--- src/rtl/agu_pkg.sv ---
package agu_pkg;
  localparam int unsigned SEL_W = 3;
  localparam int unsigned NPTR  = 5;
  localparam int unsigned NMOD  = 2;

  typedef enum logic [SEL_W-1:0] {
    SEL_P0   = 3'd0,
    SEL_P1   = 3'd1,
    SEL_P2   = 3'd2,
    SEL_P3   = 3'd3,
    SEL_SP   = 3'd4,
    SEL_STEP = 3'd5,
    SEL_WRAP = 3'd6,
    SEL_NONE = 3'd7
  } sel_e;
endpackage

--- src/rtl/agu_step.sv ---
// Next-pointer arithmetic: linear, or circular when MOD_CAP is set and
// the wrap-control value lies in 1 .. 2^(AW-1)-1.
module agu_step #(
  parameter int unsigned AW      = 16,
  parameter bit          MOD_CAP = 1'b0
) (
  input  logic [AW-1:0] ptr,
  input  logic [AW-1:0] step,
  input  logic [AW-1:0] wrap,
  output logic [AW-1:0] nxt
);
  localparam int unsigned XW = AW + 2;

  logic [AW-1:0] lin;
  assign lin = ptr + step;

  generate
    if (MOD_CAP) begin : g_mod
      logic                 mod_on;
      logic [AW-1:0]        span_mask;
      logic [AW-1:0]        base;
      logic [AW-1:0]        top;
      logic signed [XW-1:0] sum_x;
      logic signed [XW-1:0] base_x;
      logic signed [XW-1:0] top_x;
      logic signed [XW-1:0] len_x;
      logic signed [XW-1:0] wrapped;

      assign mod_on = (wrap != '0) && !wrap[AW-1];

      // every bit at or below the top set bit of wrap
      always_comb begin
        for (int i = 0; i < AW; i++) begin
          span_mask[i] = |(wrap >> i);
        end
      end

      assign base   = ptr & ~span_mask;
      assign top    = base | wrap;
      assign sum_x  = $signed({2'b00, ptr}) + $signed({{2{step[AW-1]}}, step});
      assign base_x = $signed({2'b00, base});
      assign top_x  = $signed({2'b00, top});
      assign len_x  = $signed({2'b00, wrap}) + $signed(XW'(1));

      always_comb begin
        if (sum_x > top_x)       wrapped = sum_x - len_x;
        else if (sum_x < base_x) wrapped = sum_x + len_x;
        else                     wrapped = sum_x;
      end

      assign nxt = mod_on ? wrapped[AW-1:0] : lin;
    end else begin : g_lin
      logic unused_wrap;
      assign unused_wrap = ^wrap;
      assign nxt = lin;
    end
  endgenerate
endmodule

--- src/rtl/agu_ptr_reg.sv ---
// One pointer register; a direct write takes priority over a post-step.
module agu_ptr_reg #(
  parameter int unsigned AW = 16
) (
  input  logic          clk,
  input  logic          rst_n,
  input  logic          wr_hit,
  input  logic [AW-1:0] wr_data,
  input  logic          upd_hit,
  input  logic [AW-1:0] upd_val,
  output logic [AW-1:0] q
);
  always_ff @(posedge clk or negedge rst_n) begin
    if (!rst_n)       q <= '0;
    else if (wr_hit)  q <= wr_data;
    else if (upd_hit) q <= upd_val;
  end
endmodule

--- src/rtl/agu_core.sv ---
module agu_core #(
  parameter int unsigned AW = 16
) (
  input  logic                       clk,
  input  logic                       rst_n,
  input  logic                       wr_en,
  input  logic [agu_pkg::SEL_W-1:0]  wr_sel,
  input  logic [AW-1:0]              wr_data,
  input  logic                       acc_valid,
  input  logic [agu_pkg::SEL_W-1:0]  acc_sel,
  input  logic                       acc_upd,
  output logic [AW-1:0]              ea,
  output logic                       ea_valid
);
  import agu_pkg::*;

  localparam int unsigned NP = NPTR;

  logic [AW-1:0]    ofs_q;
  logic [AW-1:0]    mod_q;
  logic [NP*AW-1:0] ptr_flat;

  // step and wrap-control registers; only the write port touches them
  always_ff @(posedge clk or negedge rst_n) begin
    if (!rst_n) begin
      ofs_q <= '0;
      mod_q <= '1;
    end else if (wr_en) begin
      if (wr_sel == SEL_STEP) ofs_q <= wr_data;
      if (wr_sel == SEL_WRAP) mod_q <= wr_data;
    end
  end

  generate
    for (genvar i = 0; i < NP; i++) begin : g_ptr
      logic          wr_hit;
      logic          upd_hit;
      logic [AW-1:0] cur;
      logic [AW-1:0] nxt;

      assign wr_hit  = wr_en && (wr_sel == SEL_W'(i));
      assign upd_hit = acc_valid && acc_upd && (acc_sel == SEL_W'(i));

      agu_step #(
        .AW      (AW),
        .MOD_CAP (i < NMOD)
      ) u_step (
        .ptr  (cur),
        .step (ofs_q),
        .wrap (mod_q),
        .nxt  (nxt)
      );

      agu_ptr_reg #(
        .AW (AW)
      ) u_reg (
        .clk     (clk),
        .rst_n   (rst_n),
        .wr_hit  (wr_hit),
        .wr_data (wr_data),
        .upd_hit (upd_hit),
        .upd_val (nxt),
        .q       (cur)
      );

      assign ptr_flat[i*AW +: AW] = cur;
    end
  endgenerate

  always_comb begin
    ea = '0;
    if (acc_valid) begin
      for (int i = 0; i < int'(NP); i++) begin
        if (acc_sel == SEL_W'(i)) ea = ptr_flat[i*AW +: AW];
      end
    end
  end

  assign ea_valid = acc_valid;
endmodule

--- config.mk ---
export PLATFORM = sky130hd
export DESIGN_NAME = agu_core
export DESIGN_NICKNAME = d
export VERILOG_FILES = /design/src/rtl/agu_pkg.sv /design/src/rtl/agu_step.sv /design/src/rtl/agu_ptr_reg.sv /design/src/rtl/agu_core.sv
export SDC_FILE = /design/constraint.sdc
export NUM_CORES = 1
export LEC_CHECK = 0
export ABC_CLOCK_PERIOD_IN_PS = 7000
export BUFFER_PORTS_ARGS = -buffer_cell sky130_fd_sc_hd__clkbuf_2
export CAP_MARGIN = 20
export CORE_ASPECT_RATIO = 0.7
export CORE_MARGIN = 1.5
export CORE_UTILIZATION = 35
export CTS_CLUSTER_SIZE = 30
export DETAILED_ROUTE_END_ITERATION = 10
export SYNTH_ARGS = -nofsm -noshare
export SYNTH_HDL_FRONTEND = slang
export SYNTH_SLANG_ARGS = --single-unit
--- constraint.sdc ---
create_clock -name clk -period 7 [get_ports clk]
set_input_delay 0.7 -clock clk [delete_from_list [all_inputs] [get_ports clk]]
set_output_delay 0.7 -clock clk [all_outputs]
set_load 0.02 [all_outputs]
==> flow_metrics.tcl <==
set metrics [dict create \
    status "complete, no violations" \
    rsz0062_at_grt "false" \
    wl_per_cell_um 21.9 \
    synth_ff_type "dfrtp_1" \
    clk_pin_slew_ns 0.09 \
    grt_max_degree 61 \
    ff2ff_path_depth 23 \
    vias 13900 \
    setup_violations 0 \
    cp_data_arrival_time_ns 6.57 \
    vias_per_cell 5.85 \
    syn-cell-area_um2 14600 \
    ctsResizeCount 0 \
    cts-root-buf "clkbuf_16" \
    chipWidth_um 247 \
    antenna_left 0 \
    cp_slowest_stage_delay_ns 0.50 \
    drive_gt1_share_pct 11.4 \
    io_buffers 43 \
    min_period_over_period_pct 90.0 \
    dp_hpwl_um 42500 \
    path_class "reg2reg" \
    clock-sinks 112 \
    min_period_ns 6.30 \
    worstSkewPairLatency_ns 0.39 \
    clockBufferDepth 2 \
    synth.distinct_cells 103 \
    wl_um 52000 \
    fin_nets 2045 \
    die_y_um 174 \
    grt_pass1_wl_um 78700 \
    synth_edf_count 0 \
    syn_area_per_cell_um2 8.05 \
    post_cts_buffers 0 \
    ios 44 \
    reg2reg_slack_ns 0.70 \
    drt_iter0_markers 1725 \
    grt-ovfl-total 0 \
    cts_tree "built" \
    die-area_um2 42900 \
    crit_fanout 16 \
    synth_seq_area_share_pct 19.4 \
    dr.pass1.iters 6 \
    synth_fp_nets 2034 \
    cp_cell_sequence "ha_1 -> fa_1 -> a211oi_1 -> o211ai_1 -> and3_1 -> o21a_1 -> nor2_1 -> o21bai_1 -> a21oi_1 -> xnor2_1 -> ha_1 -> a21o_1 -> a21oi_1 -> o21ai_0 -> o22ai_1 -> nor2b_1 -> o211ai_1 -> a221o_1 -> o31a_2 -> a22o_1 -> a21oi_1 -> a31oi_1 -> nand3_1" \
    timing.rr.end "g_ptr[0].u_reg.q[15]" \
    drv_cap 0 \
    grt_pass1_vias 12700 \
    finalWeightedCongestion 0.995 \
    grt_usage_pct 24.1 \
    initial_core_util_pct 35.5 \
    cp.required_ns 7.27 \
    grt_antenna_before_repair 0 \
    critPathLaunchType "flop" \
    worst_pin_slew_ns 1.05 \
    row_count 62 \
    cts_buffers 9 \
    max_clock_freq_mhz 159 \
    slew_viol_final 0 \
    cpMaxStageDelayCell "o31a_2" \
    htree_num_levels 3 \
    syn_inst 1811 \
    core_um2 41000 \
    cp_common_cell "a21oi_1" \
    cts_hold_buf 0 \
    synth-seq-cells 112 \
    r2r_start "ofs_q[0]" \
    max_slew_margin_pct 29.7 \
    async_flop_share_pct 100 \
    synth_warnings 0 \
    critPathCaptureType "flop" \
    tns_ns 0 \
    skew_ns 0.0165 \
    hold_class "in2async" \
    syn_to_final_growth_pct 7.65 \
    hold_viol_final 0 \
    drc 0 \
]
critical path, delay by kind of cell (launching register included):
family                   cells  cell delay, ns
AO/OA/AOI/OAI               15            3.69
adder cells (fa/ha/maj)      3            1.07
AND/OR/NAND/NOR              4            0.64
flip-flops                   1            0.47
XOR/XNOR                     1            0.30
per-stage QoR:
stage / instances / instance area, um^2 / util (%) / hold slack (ns) / setup WS (ns)
after floorplan: 1811 / 14600 / - / 0.404 / 2.11
after global placement: 2354 / 15400 / 37.5 / 0.536 / 0.936
after detailed placement: 2355 / 15400 / 37.6 / 0.540 / 0.878
after CTS: 2371 / 15700 / 38.2 / 0.416 / 0.823
after global routing: 2371 / 15700 / 38.2 / 0.445 / 0.298
final: 2372 / 15700 / 38.2 / 0.386 / 0.700
synthesized netlist by cell type (all sizes together), types with 13 or more instances:
master  instances  area [um^2]
nand2b         18          113
a211oi         19          158
o21bai         19          143
buf            19          101
xor2           34          317
a22oi          23          178
and3           24          150
xnor2          71          629
clkbuf         52          198
mux4           16          360
nand2         155          587
o211ai         14          110
dfstp          16          420
a221oi         14          123
dfrtp          96         2400
o21a           15          113
a21oi         191          967
nor2b          36          225
mux2           32          360
nand3          41          205
a21o           50          377
mux2i          14          140
o21ai         137          689
ha            187         2340
inv            90          338
nand4          13         81.3
nor2          150          578
nor3           57          290
a31oi          19          134
kinds of logic after synthesis:
kind of cell / share of synthesized area, %
AOI/OAI and AO/OA: 27.0
xor gates and xnor gates: 6.81
adders and majority gates: 17.5
DFF: 19.4
and+or+nand+nor: 19.1
buffers and inverters: 4.39
muxes: 5.91
state kept, by name, indices dropped and copies added (netlist names):
| name | flops |
|---|---|
| ofs_q | 16 |
| g_ptr.u_reg.q | 80 |
| mod_q | 16 |
layer usage:
layer	GRT usage, %	routed length (um)	vias up
li1	-	-	6701
met1	39.1	26500	6588
met2	31.8	20000	563
met3	5.40	4820	36
met4	4.01	633	0
met5	0	0	-
how the worst max path moves through the flow:
stage,from,to,slack [ns],depth (start not counted)
final,ofs_q[0],g_ptr[0].u_reg.q[15],0.70,23
after global routing,ofs_q[0],g_ptr[0].u_reg.q[15],0.30,23
after CTS,ofs_q[0],g_ptr[0].u_reg.q[15],0.82,23
after detailed placement,ofs_q[0],g_ptr[0].u_reg.q[15],0.88,23
after global placement,ofs_q[0],g_ptr[0].u_reg.q[9],0.94,22
after floorplan,mod_q[14],g_ptr[1].u_reg.q[15],2.11,22
cell usage in the layout (no fill, tap or decap), types with 24 or more instances in the layout:
cell	n
a21o_1	49
a21oi_1	188
and3_1	24
buf_4	28
clkbuf_2	42
dfrtp_1	96
ha_1	187
inv_1	90
mux2_2	32
nand2_1	153
nand3_1	41
nor2_1	147
nor2b_1	36
nor3_1	53
o21ai_0	120
xnor2_1	70
xor2_1	33
area by class of cell:
class,count,area (um^2)
fillers,4195,25300
multi-input cells,1537,11100
flip-flops and latches,112,2820
well taps,544,681
repair buffers,71,435
inverters,91,342
clock buffers,12,236
clock inverters,4,35.0
diodes,1,2.50
Power is not shown: default switching activity piles up to over one toggle a cycle in this logic, so the estimate is an artifact.
